--- src/rtl/lam_pkg.sv ---
package lam_pkg;
    localparam int LS_W   = 4;
    localparam int WORD_W = 32;
    localparam int CODE_W = 8;

    typedef enum logic [1:0] {ST_IDLE, ST_MANUAL, ST_TIMED} meter_state_e;

    // register addresses
    localparam logic [7:0] ADDR_CTRL = 8'h10;
    localparam logic [7:0] ADDR_LO   = 8'h14;
    localparam logic [7:0] ADDR_HI   = 8'h18;

    // link condition encoding
    localparam logic [LS_W-1:0] LS_L0       = 4'd0;
    localparam logic [LS_W-1:0] LS_L0S_TX   = 4'd1;
    localparam logic [LS_W-1:0] LS_L0S_RX   = 4'd2;
    localparam logic [LS_W-1:0] LS_L0S_BOTH = 4'd3;
    localparam logic [LS_W-1:0] LS_L1_IDLE  = 4'd4;
    localparam logic [LS_W-1:0] LS_L1_SUB1  = 4'd5;
    localparam logic [LS_W-1:0] LS_L1_SUB2  = 4'd6;
    localparam logic [LS_W-1:0] LS_CFG_RCV  = 4'd7;
    localparam logic [LS_W-1:0] LS_L1_AUXP  = 4'd8;

    // report codes
    localparam logic [CODE_W-1:0] RP_ALL      = 8'h00;
    localparam logic [CODE_W-1:0] RP_TX_L0S   = 8'h01;
    localparam logic [CODE_W-1:0] RP_RX_L0S   = 8'h02;
    localparam logic [CODE_W-1:0] RP_L0       = 8'h03;
    localparam logic [CODE_W-1:0] RP_L1_ANY   = 8'h04;
    localparam logic [CODE_W-1:0] RP_L1_SUB1  = 8'h05;
    localparam logic [CODE_W-1:0] RP_L1_SUB2  = 8'h06;
    localparam logic [CODE_W-1:0] RP_CFG_RCV  = 8'h07;
    localparam logic [CODE_W-1:0] RP_BOTH_L0S = 8'h08;
    localparam logic [CODE_W-1:0] RP_L1_AUXP  = 8'h09;
    localparam logic [CODE_W-1:0] RP_TX_DATA  = 8'h20;
    localparam logic [CODE_W-1:0] RP_RX_DATA  = 8'h21;

    // duration codes that run a fixed window
    function automatic logic dur_is_timed(input logic [CODE_W-1:0] code);
        return ((code >= 8'h01) && (code <= 8'h06)) || (code == 8'hFF);
    endfunction
endpackage

--- src/rtl/lam_event_mux.sv ---
module lam_event_mux
    import lam_pkg::*;
(
    input  logic [CODE_W-1:0] report_sel,
    input  logic [LS_W-1:0]   link_state,
    input  logic              tx_unit,
    input  logic              rx_unit,
    output logic              hit
);
    always_comb begin
        case (report_sel)
            RP_ALL:      hit = 1'b1;
            RP_TX_L0S:   hit = (link_state == LS_L0S_TX) || (link_state == LS_L0S_BOTH);
            RP_RX_L0S:   hit = (link_state == LS_L0S_RX) || (link_state == LS_L0S_BOTH);
            RP_L0:       hit = (link_state == LS_L0);
            RP_L1_ANY:   hit = (link_state == LS_L1_IDLE) || (link_state == LS_L1_SUB1)
                               || (link_state == LS_L1_SUB2);
            RP_L1_SUB1:  hit = (link_state == LS_L1_SUB1);
            RP_L1_SUB2:  hit = (link_state == LS_L1_SUB2);
            RP_CFG_RCV:  hit = (link_state == LS_CFG_RCV);
            RP_BOTH_L0S: hit = (link_state == LS_L0S_BOTH);
            RP_L1_AUXP:  hit = (link_state == LS_L1_AUXP);
            RP_TX_DATA:  hit = tx_unit;
            RP_RX_DATA:  hit = rx_unit;
            default:     hit = 1'b0;
        endcase
    end
endmodule

--- src/rtl/lam_window_timer.sv ---
module lam_window_timer
    import lam_pkg::*;
#(
    parameter longint unsigned CLK_HZ = 64'd100_000_000
) (
    input  logic              clk,
    input  logic              rst_n,
    input  logic              load,
    input  logic [CODE_W-1:0] dur_code,
    input  logic              run,
    output logic              done
);
    localparam longint unsigned MAX_LEN = 64'd4 * CLK_HZ;
    localparam int TMR_W = $clog2(MAX_LEN + 64'd1);

    logic [TMR_W-1:0] remain_q;

    function automatic logic [TMR_W-1:0] last_index(input logic [CODE_W-1:0] code);
        longint unsigned n;
        case (code)
            8'h01:   n = CLK_HZ / 64'd1000;
            8'h02:   n = CLK_HZ / 64'd100;
            8'h03:   n = CLK_HZ / 64'd10;
            8'h04:   n = CLK_HZ;
            8'h05:   n = 64'd2 * CLK_HZ;
            8'h06:   n = 64'd4 * CLK_HZ;
            8'hFF:   n = (64'd4 * CLK_HZ) / 64'd1_000_000;
            default: n = 64'd1;
        endcase
        if (n == 64'd0) n = 64'd1;
        return TMR_W'(n - 64'd1);
    endfunction

    always_ff @(posedge clk or negedge rst_n) begin
        if (!rst_n)
            remain_q <= '0;
        else if (load)
            remain_q <= last_index(dur_code);
        else if (run && (remain_q != '0))
            remain_q <= remain_q - 1'b1;
    end

    assign done = (remain_q == '0);
endmodule

--- src/rtl/link_activity_meter.sv ---
module link_activity_meter
    import lam_pkg::*;
#(
    parameter longint unsigned CLK_HZ = 64'd100_000_000,
    parameter int ADDR_W = 8
) (
    input  logic              clk,
    input  logic              rst_n,
    input  logic              reg_wr,
    input  logic              reg_rd,
    input  logic [ADDR_W-1:0] reg_addr,
    input  logic [31:0]       reg_wdata,
    output logic [31:0]       reg_rdata,
    input  logic [3:0]        link_state,
    input  logic              tx_unit,
    input  logic              rx_unit
);
    localparam int ACC_W = 2 * WORD_W;

    meter_state_e      state_q, state_d;
    logic [CODE_W-1:0] rpt_q, dur_q;
    logic [ACC_W-1:0]  acc_q;
    logic [WORD_W-1:0] snap_q, rdata_q;
    logic              snap_vld_q;

    logic ctrl_wr, start, stop, new_timed;
    logic hit, win_done, counting, en_bit, load_win;

    assign ctrl_wr   = reg_wr && (reg_addr == ADDR_W'(ADDR_CTRL));
    assign start     = ctrl_wr && reg_wdata[0];
    assign stop      = ctrl_wr && !reg_wdata[0];
    assign new_timed = dur_is_timed(reg_wdata[15:8]);
    assign load_win  = start && new_timed;

    lam_event_mux u_mux (
        .report_sel (rpt_q),
        .link_state (link_state),
        .tx_unit    (tx_unit),
        .rx_unit    (rx_unit),
        .hit        (hit)
    );

    lam_window_timer #(.CLK_HZ(CLK_HZ)) u_timer (
        .clk      (clk),
        .rst_n    (rst_n),
        .load     (load_win),
        .dur_code (reg_wdata[15:8]),
        .run      (state_q == ST_TIMED),
        .done     (win_done)
    );

    // next-state logic
    always_comb begin
        state_d = state_q;
        unique case (state_q)
            ST_IDLE:   if (start) state_d = new_timed ? ST_TIMED : ST_MANUAL;
            ST_MANUAL: begin
                if (stop)                        state_d = ST_IDLE;
                else if (start && new_timed)     state_d = ST_TIMED;
            end
            ST_TIMED: begin
                if (stop)          state_d = ST_IDLE;
                else if (start)    state_d = new_timed ? ST_TIMED : ST_MANUAL;
                else if (win_done) state_d = ST_IDLE;
            end
            default:               state_d = ST_IDLE;
        endcase
    end

    // state register
    always_ff @(posedge clk or negedge rst_n) begin
        if (!rst_n) state_q <= ST_IDLE;
        else        state_q <= state_d;
    end

    // state-decoded outputs
    always_comb begin
        counting = (state_q != ST_IDLE);
        en_bit   = counting;
    end

    // control fields and accumulator
    always_ff @(posedge clk or negedge rst_n) begin
        if (!rst_n) begin
            rpt_q <= '0;
            dur_q <= '0;
            acc_q <= '0;
        end else begin
            if (ctrl_wr) begin
                rpt_q <= reg_wdata[31:24];
                dur_q <= reg_wdata[15:8];
            end
            if (load_win)
                acc_q <= '0;
            else if (counting && hit)
                acc_q <= acc_q + 1'b1;
        end
    end

    // register reads with high-word snapshot
    always_ff @(posedge clk or negedge rst_n) begin
        if (!rst_n) begin
            rdata_q    <= '0;
            snap_q     <= '0;
            snap_vld_q <= 1'b0;
        end else if (reg_rd) begin
            if (reg_addr == ADDR_W'(ADDR_CTRL)) begin
                rdata_q <= {rpt_q, 8'h00, dur_q, 7'h00, en_bit};
            end else if (reg_addr == ADDR_W'(ADDR_LO)) begin
                rdata_q    <= snap_vld_q ? snap_q : acc_q[WORD_W-1:0];
                snap_vld_q <= 1'b0;
            end else if (reg_addr == ADDR_W'(ADDR_HI)) begin
                rdata_q    <= acc_q[ACC_W-1:WORD_W];
                snap_q     <= acc_q[WORD_W-1:0];
                snap_vld_q <= 1'b1;
            end else begin
                rdata_q <= '0;
            end
        end
    end

    assign reg_rdata = rdata_q;

    assert_step_R3: assert property (@(posedge clk) disable iff (!rst_n)
        !load_win |=> (acc_q == $past(acc_q)) || (acc_q == $past(acc_q) + 1'b1));

    assert_idle_frozen_R6: assert property (@(posedge clk) disable iff (!rst_n)
        (state_q == ST_IDLE && !start) |=> $stable(acc_q));

    assert_timed_clear_R7: assert property (@(posedge clk) disable iff (!rst_n)
        load_win |=> (acc_q == '0));

    assert_expire_idle_R7: assert property (@(posedge clk) disable iff (!rst_n)
        (state_q == ST_TIMED && win_done && !ctrl_wr) |=> (state_q == ST_IDLE));

    assert_stop_idle_R8: assert property (@(posedge clk) disable iff (!rst_n)
        stop |=> (state_q == ST_IDLE));
endmodule

--- config.mk ---
export PLATFORM = sky130hd
export DESIGN_NAME = link_activity_meter
export DESIGN_NICKNAME = d
export VERILOG_FILES = /design/src/rtl/lam_pkg.sv /design/src/rtl/lam_event_mux.sv /design/src/rtl/lam_window_timer.sv /design/src/rtl/link_activity_meter.sv
export SDC_FILE = /design/constraint.sdc
export NUM_CORES = 1
export LEC_CHECK = 0
export ABC_AREA = 1
export BUFFER_PORTS_ARGS = -buffer_cell sky130_fd_sc_hd__buf_4
export CAP_MARGIN = 20
export CORE_MARGIN = 5
export CORE_UTILIZATION = 30
export CTS_BUF_LIST = sky130_fd_sc_hd__clkbuf_16
export CTS_CLUSTER_DIAMETER = 100
export DETAILED_ROUTE_END_ITERATION = 10
export GPL_TIMING_DRIVEN = 0
export SETUP_SLACK_MARGIN = 0.5
export SLEW_MARGIN = 10
export SYNTH_ARGS = -nofsm -noshare
export SYNTH_HDL_FRONTEND = slang
export SYNTH_HIERARCHICAL = 1
export SYNTH_SLANG_ARGS = --single-unit
--- constraint.sdc ---
create_clock -name clk -period 2.65 [get_ports clk]
set_input_delay 0.265 -clock clk [delete_from_list [all_inputs] [get_ports clk]]
set_output_delay 0.265 -clock clk [all_outputs]
set_load 0.02 [all_outputs]
-- Word-level counts from Yosys, hierarchy flattened
Cells that the tools add are included.
- output and inout bits: 32
- register bits after elaboration: 176
- input bits: 50
- order comparisons: 2
- reductions and logical operators: 26
- eq/ne operators: 34
- add/sub/neg operators: 3
- bitwise logic cells: 2
- multiplexer cells: 23
- operator list (cell ; count):
    one-hot mux 29 bit (7 select lines) ; 1
    2-to-1 mux 64 bit ; 3
    2-to-1 mux 32 bit ; 4
    2-to-1 mux 29 bit ; 4
    adder 64 x 1 -> 64 bit, second input constant ; 1
    logical NOT 64 bit ; 1
    subtractor 29 x 1 -> 29 bit, second input constant ; 2
    equality test 8 x 3 -> 1 bit, second input constant ; 7
    equality test 8 x 2 -> 1 bit, second input constant ; 4
    logical NOT 29 bit ; 1
    nonzero test 29 bit ; 1
    equality test 8 x 5 -> 1 bit, second input constant ; 3
    equality test 4 x 3 -> 1 bit, second input constant ; 4
    equality test 8 x 1 -> 1 bit, second input constant ; 2
    equality test 8 x 4 -> 1 bit, second input constant ; 2
    equality test 8 x 6 -> 1 bit, second input constant ; 2
    2-to-1 mux 2 bit ; 7
    one-hot mux 1 bit (12 select lines) ; 1
    equality test 4 x 2 -> 1 bit, second input constant ; 2
    equality test 8 bit, second input constant ; 1
    >= comparator 8 x 1 -> 1 bit, second input constant ; 1
    less-or-equal comparator 8 x 3 -> 1 bit, second input constant ; 1
    logical NOT 8 bit ; 1
    nonzero test 2 bit ; 4
    17 further kinds ; 30

-- Logic depth before layout (Yosys ltp)
Gate-level depths: netlist of the first run.
- word-level depth: 10
- gate-level depth with buffers: 25

-- Hierarchy
The synthesis of the first run kept the hierarchy.
- modules (own cells, without submodules) (module ; cells each ; area each (um2) ; times used):
    link_activity_meter ; 1260 ; 8683.3 ; 1
    lam_window_timer ; 439 ; 2588.7 ; 1
    lam_event_mux ; 71 ; 309.0 ; 1

-- Worst setup path before layout of the first run
No wires, ideal clock.
- kind: input port to flip-flop
- start point: input reg_addr[5]
- end point: register u_timer.remain_q[18]
- arrival: 2.682 ns
- required time: 2.533 ns
- cell stages on the path: 24
- path slack: -0.149 ns
- setup time: 0.117 ns
- cell sequence: inv_2 nand2_1 nor2_4 nand3_2 nor2_2 nand2_2 inv_2 buf_4 buf_2 nand2_1 nand2_2 ha_1 nand3_1 nand3b_4 nor2_2 nand3_2 inv_2 nand2_2 nor2_4 nand2_1 nand2_1 nand2_1 nand2_1 nand2_1
- word-level cells in the longest chain between the ends: 5
- RTL lines (what ; line ; RTL):
    from (decl) ; link_activity_meter.sv:11 ; input logic [ADDR_W-1:0] reg_addr,
    equality test 8 x 5 -> 1 bit * ; link_activity_meter.sv:29 ; assign ctrl_wr = reg_wr && (reg_addr == ADDR_W'(ADDR_CTRL));
    logical AND 1 bit * ; link_activity_meter.sv:29 ;
    logical AND 1 bit * ; link_activity_meter.sv:30 ; assign start = ctrl_wr && reg_wdata[0];
    logical AND 1 bit * ; link_activity_meter.sv:33 ; assign load_win = start && new_timed;
    via load_win ; link_activity_meter.sv:27 ; logic hit, win_done, counting, en_bit, load_win;
    2-to-1 mux 29 bit or nonzero test 2 bit (tied branches) ; -- ;
    to (signal assigned) ; lam_window_timer.sv:38 ; remain_q <= last_index(dur_code);
    to (signal assigned) ; lam_window_timer.sv:40 ; remain_q <= remain_q - 1'b1;
    to (decl) ; lam_window_timer.sv:16 ; logic [TMR_W-1:0] remain_q;
Mark *: on every way through the listed nets, which the timed path passes. The rest lies on a longest branch.
A chain may end at the register's enable or synchronous reset.

-- Final worst setup path of the first run
- start point: register rpt_q[2]
- end point: register acc_q[17]
- word-level cells in the longest chain between the ends: 4
- RTL lines (what ; line ; RTL):
    from (decl) ; link_activity_meter.sv:21 ; logic [CODE_W-1:0] rpt_q, dur_q;
    from (signal assigned) ; link_activity_meter.sv:90 ; rpt_q <= reg_wdata[31:24];
    equality test 8 x 6 -> 1 bit (tied with other cells) ; lam_event_mux.sv:11 ; case (report_sel)
    one-hot mux 1 bit (12 select lines) * ; lam_event_mux.sv:11 ;
    via hit ; link_activity_meter.sv:27 ;
    logical AND 1 bit * ; link_activity_meter.sv:95 ; else if (counting && hit)
    nonzero test 2 bit (no source line) * ; -- ;
    to (signal assigned) ; link_activity_meter.sv:96 ; acc_q <= acc_q + 1'b1;
    to (decl) ; link_activity_meter.sv:22 ; logic [ACC_W-1:0] acc_q;
Marks and branches as above.

==> results of run 1 <==
==> per-stage QoR <==
step	power, mW	util	hold slack, ns
2_1_floorplan	4.417	-	-0.03059
3_3_place_gp	4.941	0.3332	0.4524
3_5_place_dp	4.973	0.3341	0.2929
4_1_cts	7.701	0.3650	0.02812
5_1_grt	8.411	0.3836	0.04597
6_report	7.994	0.3836	0.04004
==> logic make-up after synthesis <==
family,Yosys count,share of synthesized area
AND/OR/NAND/NOR,1045,0.3930
XOR/XNOR,10,0.007563
adder cells (fa/ha/maj),2,0.002160
multiplexers,3,0.002593
flip-flops,176,0.3803
buffers and inverters,300,0.1026
AO/OA/AOI/OAI,234,0.1117
==> layout by cell type (no fill, tap or decap), types with 12 or more instances in the layout <==
| cell | count |
|---|---|
| inv_1 | 210 |
| nor2_2 | 26 |
| nand2_1 | 492 |
| nand2_2 | 35 |
| inv_2 | 25 |
| nand4_1 | 43 |
| nand2_4 | 19 |
| nand3_1 | 93 |
| nor2_4 | 42 |
| o221ai_1 | 12 |
| clkbuf_16 | 19 |
| buf_4 | 106 |
| a21oi_1 | 37 |
| clkbuf_1 | 20 |
| o21ai_1 | 51 |
| o21ai_0 | 85 |
| dfrtp_1 | 174 |
| nor2_1 | 240 |
| nand3_2 | 16 |
| buf_6 | 25 |
| a31oi_1 | 14 |
==> power groups by stage <==
stage	sequential, mW	combinational, mW	clock (mW)
floorplan	3.08	1.33	0
global route	3.10	2.61	2.70
finish	3.06	2.37	2.56
detailed placement	3.10	1.87	0
global placement	3.10	1.85	0
CTS	3.05	2.05	2.60
==> layer usage <==
metal / part of all wire / up-vias / wire, µm
li1: - / 5937 / -
met1: 0.45 / 5828 / 19110
met2: 0.45 / 397 / 19180
met3: 0.062 / 66 / 2636
met4: 0.032 / 0 / 1337
met5: 0 / - / 0
==> how the worst max path moves through the flow <==
stage	startpoint	to	slack [ns]	depth (start not counted)
floorplan	reg_addr[7]	u_timer/remain_q[18]	0.04	24
global placement	reg_addr[7]	u_timer/remain_q[12]	-0.83	21
detailed placement	reg_addr[7]	u_timer/remain_q[12]	-0.85	21
CTS	rpt_q[0]	acc_q[21]	0.39	20
global route	reg_addr[5]	u_timer/remain_q[18]	0.24	25
finish	rpt_q[2]	acc_q[17]	0.39	19
==> layout make-up <==
class | count | area, µm²
antenna | 1 | 2.502
buffer | 49 | 319.1
clock buffer | 17 | 425.4
clock inverter | 15 | 151.4
fill | 4077 | 23710
inverter | 251 | 1002
multi-input combinational | 1294 | 6643
sequential | 176 | 4407
tap | 518 | 648.1
timing repair buffer | 131 | 1159
==> worst register-to-register path, cell delays in order (launching register included) <==
cell	delay, ns
dfrtp_1	0.42
inv_2	0.09
nand2_4	0.08
nor2_4	0.12
nand2_1	0.06
nand2_1	0.06
nand2_1	0.04
nor2_1	0.08
nor2_1	0.05
nand2_2	0.10
inv_2	0.05
nor2_4	0.09
buf_12	0.14
nand2_8	0.07
nor2_4	0.13
nand2_4	0.10
nor2_4	0.21
buf_6	0.14
o21ai_2	0.05
a21oi_1	0.11
==> registers in the layout (all words and copies together), names as in the netlist <==
register / flops
acc_q: 64
dur_q: 8
reg_rdata: 32
rpt_q: 8
snap_q: 32
snap_vld_q: 1
state_q: 2
u_timer/remain_q: 29
==> timing repair <==
item,CTS,global route
buffers inserted,38,24
hold buffers,1,0
pin swaps,37,50
resized for setup,85,147
hold endpoints to repair,73,0
setup endpoints to repair,66,79
gates cloned,0,1
==> results_dict.tcl, run 1 <==
set metrics [dict create \
    clockPowerShare 0.320 \
    core_um2 38470 \
    yosys-top-cells-area "dfrtp_1 (38%), nand2_1 (17%), nor2_1 (8.8%)" \
    synth_cells 1770 \
    holdPathEnd "rpt_q[2]" \
    finalNetCount 1972 \
    setup-tns-final_ns 0 \
    vias_per_cell 4.987 \
    min_path_type "in -> reg" \
    cts.sinks 176 \
    ys.flop_type "dfrtp_1" \
    switching_share 0.3653 \
    async_flop_share 1.000 \
    grt_pass1_wl_mm 63.61 \
    antenna_found_initial 0 \
    yosysMostFrequentCell "nand2_1" \
    yosys.cell_types.count 45 \
    cts_buffers 17 \
    clock-root-buffer "clkbuf_16" \
    top_usage_layer "met2" \
    netlist_area_um2 11580 \
    min-delay-start "reg_wdata[26]" \
    io_pins 82 \
    gp_congestion 0.9573 \
    arrival_ns 2.63 \
    htree_levels 4 \
    cp-end-kind "flip-flop" \
    max_freq_mhz 442.9 \
    ff2ff_path_depth 19 \
    cell_internal_pwr_mw 5.073 \
    grt_start_max_net_pins 104 \
    cts_tree "yes" \
    die_area_um2 42630 \
    max_stage_delay_ns 0.42 \
    dr.pass1.iters 5 \
    dp.cells 2355 \
    stdcell_area_um2 14760 \
    die-height_um 206.5 \
    p_comb_frac 0.297 \
    wl_per_cell_um 17.24 \
    yosysWarnings 6 \
    synth_largest_area_cell "dfrtp_1" \
    via_count 12230 \
    path_buf_inv 4 \
    clk_latency_ns 0.45 \
    hpwlAfterDp_mm 32.10 \
    place_area_um2 12850 \
    synth-seq-cells 176 \
    worst-r2r-setup-slack_ns 0.39 \
    final_cells 2452 \
    min_period_ns 2.258 \
    path_clk_slew_ns 0.07 \
    maxCapViolCount 0 \
    skew_ns 0.01815 \
    startpoint_type "flip-flop" \
    overflow 0 \
    worst_slew_pin_slew_ns 0.7864 \
    drtAntennaViolNets 0 \
    power_density_nw_per_um2 541.7 \
    hold_viol_final 0 \
    ir_drop_mv 0.4433 \
    leakage_nw 7.490 \
    rows 72 \
    drt_wl_total_mm 42.27 \
    gr-usage-all-layers 0.1934 \
    yosys.area.top_type_share 0.3803 \
    grt_pass1_vias 11470 \
    r2r_end "acc_q[17]" \
    ys_seq_area_frac 0.3803 \
    syn_avg_cell_area_um2 6.543 \
    synth-edff-count 0 \
    p_sw_mw 2.920 \
    drt_iter0_drc 904 \
    crit_top_cell "nor2_4" \
    dp_worst_setup_slack_ns -0.8478 \
    synth_nets 1822 \
    numPortBuffers 66 \
    outcome "completed" \
    use_met3 0.03672 \
    r2r-start "rpt_q[2]" \
    path_class "reg -> reg" \
    synth_common_cells "nand2_1 (529), nor2_1 (272), inv_1 (219)" \
    initial_core_util 0.3011 \
    syn2layout_area_growth_pct 27.42 \
    use_met2 0.3045 \
    setup_ws_ns 0.3923 \
    p_seq_frac 0.383 \
    die_x_um 206.5 \
    drive_gt1_frac 0.2069 \
    slew_headroom 0.4757 \
    setup_viol 0 \
    whs_path_depth 3 \
    critPathTopFamily "simple AND/OR/NAND/NOR gates" \
    worstPathRequired_ns 3.02 \
    report.final.slew_viol_count 0 \
    cp_max_fo 5 \
    drc 0 \
    path_cells "inv_2 -> nand2_4 -> nor2_4 -> nand2_1 -> nand2_1 -> nand2_1 -> nor2_1 -> nor2_1 -> nand2_2 -> inv_2 -> nor2_4 -> buf_12 -> nand2_8 -> nor2_4 -> nand2_4 -> nor2_4 -> buf_6 -> o21ai_2 -> a21oi_1" \
    clock_path_buffers 2 \
    slowest_stage "dfrtp_1" \
    finalCritPeriodShare 0.8520 \
    grtUsageMet1 0.2648 \
    rsz0062_at_grt "yes" \
]
Power figures use the tool's default switching activity.
==> run 2: changes to the inputs <==
Settings changed: ABC_AREA 1 to 0.
==> results_dict.tcl, run 2 <==
set metrics [dict create \
    p_total_mw 6.332 \
    crit_top_cell "buf_6" \
    netlist_area_um2 10160 \
    yosys-top-cells-area "dfrtp_1 (43%), nand2_1 (7.2%), xnor2_1 (4.2%)" \
    synth-edff-count 0 \
    cts_tree "yes" \
    io_pins 82 \
    syn2layout_area_growth_pct 43.08 \
    core_um2 33450 \
    htree_levels 4 \
    drtAntennaViolNets 0 \
    die_x_um 194.0 \
    die_area_um2 37630 \
    min-delay-start "reg_wdata[25]" \
    synth_largest_area_cell "dfrtp_1" \
    crit_start "reg_addr[5]" \
    synth_common_cells "nand2_1 (196), dfrtp_1 (176), nor2_1 (110)" \
    layout_common_cells "nand2_1 (189), dfrtp_1 (167), buf_4 (120)" \
    cts.sinks 176 \
    outcome "finished with violations" \
    drive_gt1_frac 0.3208 \
    rsz0062_at_grt "yes" \
    syn_avg_cell_area_um2 8.666 \
    whs_ns 0.02779 \
    yosysWarnings 6 \
    finalNetCount 1426 \
    max_freq_mhz 284.2 \
    hpwlAfterDp_mm 25.29 \
    min_period_ns 3.519 \
    drt_wl_total_mm 37.10 \
    clk_latency_ns 0.45 \
    layout_commonest_cell "nand2_1" \
    yosys.cell_types.count 81 \
    drc 0 \
    min_path_type "in -> reg" \
    antenna_found_initial 0 \
    synth_cells 1172 \
    maxCapViolCount 0 \
    setup_viol 83 \
    yosys.area.top_type_share 0.4337 \
    cts_buffers 17 \
    path_clk_slew_ns 0.07 \
    yosysMostFrequentCell "nand2_1" \
    ir_drop_mv 0.3074 \
    slowest_stage "or4b_4" \
    top_register "acc_q" \
    dr.pass1.iters 5 \
    n_antenna_cell 0 \
    arrival_ns 3.84 \
    max_stage_delay_ns 0.53 \
    hold_viol_final 0 \
    startpoint_type "input port" \
    gp_congestion 0.9439 \
    clock_path_buffers 2 \
    numPortBuffers 65 \
    report.final.slew_viol_count 0 \
    slew_headroom 0.3844 \
    drt_iter0_drc 965 \
    initial_core_util 0.3036 \
    synth_nets 1224 \
    r2r-start "rpt_q[0]" \
    vias_per_cell 5.521 \
    path_class "in -> reg" \
    final_util 0.4344 \
    ys_seq_area_frac 0.4337 \
    power_density_nw_per_um2 435.7 \
    die-height_um 194.0 \
    worstPathRequired_ns 2.97 \
    gr-usage-all-layers 0.1926 \
    grt_start_max_net_pins 66 \
    leakage_nw 6.455 \
    via_count 10130 \
    grt_pass1_wl_mm 58.10 \
    finalCritPeriodShare 1.328 \
    clock-root-buffer "clkbuf_16" \
    wl_per_cell_um 20.22 \
    skew_ns 0.009413 \
    grt_pass1_vias 10220 \
    ys.flop_type "dfrtp_1" \
    overflow 0 \
    rows 67 \
    async_flop_share 1.000 \
    cp-end-kind "flip-flop" \
    setup_ws_ns -0.8688 \
    worst_slew_pin_slew_ns 0.9233 \
    cp_max_fo 4 \
    violations "setup timing" \
    synth-seq-cells 176 \
    largest_reg_flops 64 \
]
==> run 2: changes by cell type after synthesis, moves of 42 or more <==
cell	before	now
inv_1	219	33
o21ai_0	99	32
o21ai_1	46	4
xnor2_1	3	49
nor2_1	272	110
nand3_1	109	34
nand2_1	529	196
==> run 2: critical path: cells and delay by family <==
kind | cells | cell delay, ns
AOI/OAI and AO/OA | 2 | 0.16
and+or+nand+nor | 6 | 1.19
adders and majority gates | 1 | 0.19
xor gates and xnor gates | 1 | 0.18
buffers and inverters | 17 | 1.82
==> run 2: worst paths after layout <==
kind                                  endpoint  slack, ns  depth (start not counted)
max                        u_timer/remain_q[4]      -0.87                         27
min                                   rpt_q[1]       0.03                          3
max reg2reg                          acc_q[44]      -0.57                         10
min reg2reg                         snap_q[22]       0.48                          2
max in group asynchronous             rpt_q[1]       1.32                          4
min in group asynchronous         reg_rdata[3]       0.31                          2
==> run 2: routing by layer <==
| layer | vias up | wire, µm | track usage |
|---|---|---|---|
| li1 | 4629 | - | - |
| met1 | 4998 | 16590 | 0.2681 |
| met2 | 435 | 16580 | 0.2915 |
| met3 | 69 | 2766 | 0.04240 |
| met4 | 0 | 1160 | 0.07839 |
| met5 | - | 0 | 0 |
==> run 2: kinds of logic after synthesis <==
group	after synthesis	synth area share
buf+inv	113	0.04447
fa+ha+maj	2	0.002464
flops	176	0.4337
simple gates	572	0.2858
mux	37	0.03868
compound gates	207	0.1388
xor+xnor	65	0.05605
==> run 2: area by class of cell <==
class | count | area, µm²
well taps | 448 | 560.5
clock inverters | 15 | 155.1
flip-flops and latches | 176 | 4415
repair buffers | 183 | 1747
plain buffers | 79 | 574.3
clock buffers | 17 | 425.4
fillers | 3154 | 18920
inverters | 34 | 128.9
multi-input cells | 883 | 6525
==> run 2: stage by stage <==
step                worst slack (ns)  TNS, ns  instances  area [µm²]
finish                       -0.8688   -33.10       1835       14530
floorplan                     -1.505   -29.06       1172       10700
CTS                          -0.8124   -24.70       1810       14040
global route                 -0.9446   -38.83       1835       14530
global placement              -2.481   -67.28       1685       11750
detailed placement            -2.521   -68.22       1688       11820
==> run 2: where the power goes <==
part	switching (mW)	leakage, nW	internal (mW)	total (mW)
registers	0.0829	2.38	2.75	2.83
clock network	1.23	0.281	1.33	2.56
logic	0.532	3.80	0.411	0.943
==> run 2: repair_timing <==
action                                 CTS  global route
pin swaps                               68            55
buffers inserted                        87            24
setup endpoints to repair              141           123
endpoints found under the hold margin   48             0
hold buffers                             1             0
cloned                                   2             0
gates resized for setup                194            74
==> run 3: changes to the inputs <==
Settings changed: CTS_BUF_LIST sky130_fd_sc_hd__clkbuf_16 to not set, SETUP_SLACK_MARGIN 0.5 to 0.2.
==> results_dict.tcl, run 3 (synthesized netlist as in run 2, its figures left out) <==
set metrics [dict create \
    outcome "finished with violations" \
    violations "setup timing" \
    holdPathEnd "rpt_q[0]" \
    die-height_um 194.0 \
    finalNetCount 1428 \
    wl_per_cell_um 20.23 \
    use_met2 0.2835 \
    grtUsageMet1 0.2662 \
    arrival_ns 3.97 \
    stdcell_area_um2 14420 \
    worstPathRequired_ns 2.97 \
    rows 67 \
    r2r-start "rpt_q[1]" \
    gr-usage-all-layers 0.1896 \
    leakage_nw 6.422 \
    drt_iter0_drc 1046 \
    min_path_type "in -> reg" \
    vias_per_cell 5.556 \
    layout_common_cells "nand2_1 (190), dfrtp_1 (165), buf_4 (124)" \
    place_area_um2 11570 \
    htree_levels 4 \
    use_met3 0.04396 \
    io_pins 82 \
    path_clk_slew_ns 0.07 \
    min-delay-start "reg_wdata[24]" \
    clock-root-buffer "clkbuf_16" \
    syn2layout_area_growth_pct 42.01 \
    final.fill_count 3134 \
    slew_headroom 0.2416 \
    hold_viol_final 0 \
    drc 0 \
    gp_congestion 0.9672 \
    clock_path_buffers 2 \
    maxCapViolCount 0 \
    dr.pass1.iters 5 \
    startpoint_type "input port" \
    grt_start_max_net_pins 99 \
    final_util 0.4312 \
    drive_gt1_frac 0.3139 \
    layout_commonest_cell "nand2_1" \
    cts.sinks 176 \
    die_area_um2 37630 \
    core_um2 33450 \
    worst-r2r-setup-slack_ns -0.46 \
    n_antenna_cell 0 \
    grt_pass1_vias 9984 \
    dp.cells 1686 \
    min_period_ns 3.650 \
    r2r_end "acc_q[52]" \
    power_density_nw_per_um2 432.2 \
    top_register "acc_q" \
    ir_drop_mv 0.3590 \
    die_x_um 194.0 \
    cts_buffers 17 \
    path_class "in -> reg" \
    skew_ns 0.01158 \
    grt_pass1_wl_mm 57.44 \
    setup_viol 66 \
    rsz0062_at_grt "yes" \
    antenna_found_initial 0 \
    overflow 0 \
    numPortBuffers 65 \
    whs_path_depth 3 \
    final_cells 1837 \
    cp-end-kind "flip-flop" \
    whs_ns 0.02470 \
    max_freq_mhz 274.0 \
    drt_wl_total_mm 37.16 \
    via_count 10210 \
    worst_slew_pin_slew_ns 1.123 \
    cts_tree "yes" \
    initial_core_util 0.3036 \
    report.final.slew_viol_count 0 \
    cp_max_fo 6 \
    top_usage_layer "met2" \
    ff2ff_path_depth 11 \
    largest_reg_flops 64 \
    hpwlAfterDp_mm 24.73 \
    setup_ws_ns -1.000 \
    clk_latency_ns 0.44 \
    finalCritPeriodShare 1.377 \
    drtAntennaViolNets 0 \
    setup-tns-final_ns -32.78 \
]
[run 3: stage by stage]
step,setup slack [ns],power (mW)
final,-1.000,6.233
after detailed placement,-2.457,3.460
after global placement,-2.414,3.444
after global routing,-1.095,6.446
after floorplan,-1.505,3.201
after CTS,-0.9306,6.145
[run 3: final cells by class]
| cell class | count | area (µm²) | area share |
|---|---|---|---|
| inverter | 34 | 128.9 | 0.008936 |
| sequential | 176 | 4418 | 0.3063 |
| clock inverter | 14 | 151.4 | 0.01050 |
| buffer | 79 | 566.8 | 0.03930 |
| timing repair buffer | 184 | 1702 | 0.1180 |
| clock buffer | 18 | 439.2 | 0.03045 |
| tap | 448 | 560.5 | 0.03887 |
| multi-input combinational | 884 | 6456 | 0.4476 |
[run 3: how the worst max path moves through the flow]
stage                   from                    to
5_1_grt          reg_addr[6]  u_timer/remain_q[20]
2_1_floorplan    reg_addr[5]  u_timer/remain_q[26]
4_1_cts        reg_wdata[12]  u_timer/remain_q[26]
3_3_place_gp     reg_addr[5]  u_timer/remain_q[26]
6_report       reg_wdata[12]  u_timer/remain_q[20]
3_5_place_dp     reg_addr[5]  u_timer/remain_q[26]
[run 3: timing repair]
| item | 4_1_cts | 5_1_grt |
|---|---|---|
| gates cloned | 2 | 0 |
| resized for setup | 183 | 116 |
| endpoints found under the hold margin | 97 | 0 |
| pin swaps | 79 | 57 |
| setup buffers | 80 | 36 |
| endpoints found under the setup margin | 95 | 100 |
| hold buffers | 1 | 0 |
[run 3: layer usage]
| layer | up-vias | share of wire |
|---|---|---|
| met5 | - | 0 |
| met4 | 0 | 0.034 |
| met3 | 87 | 0.081 |
| met2 | 478 | 0.44 |
| met1 | 5006 | 0.44 |
| li1 | 4636 | - |
[run 3: worst max-delay path: stages]
cell and delay (ns):
buf_8 0.10, or4_4 0.55, o31ai_4 0.24, and3_4 0.22, and3_4 0.19, buf_12 0.10, buf_12 0.10, clkbuf_16 0.13
clkbuf_16 0.13, clkbuf_16 0.12, clkbuf_16 0.13, o2111ai_4 0.12, o21ai_4 0.12, ha_4 0.18, o21ai_4 0.07, a211oi_4 0.26
o311ai_4 0.26, nor3_4 0.27, buf_6 0.16, and4_1 0.17, nor3_1 0.05
[run 3: where the power goes]
part / leakage [nW] / switching (mW) / total (mW) / internal, mW
Combinational: 3.76 / 0.501 / 0.829 / 0.328
Clock: 0.290 / 1.22 / 2.57 / 1.36
Sequential: 2.37 / 0.0824 / 2.83 / 2.75
Total: 6.42 / 1.80 / 6.23 / 4.43
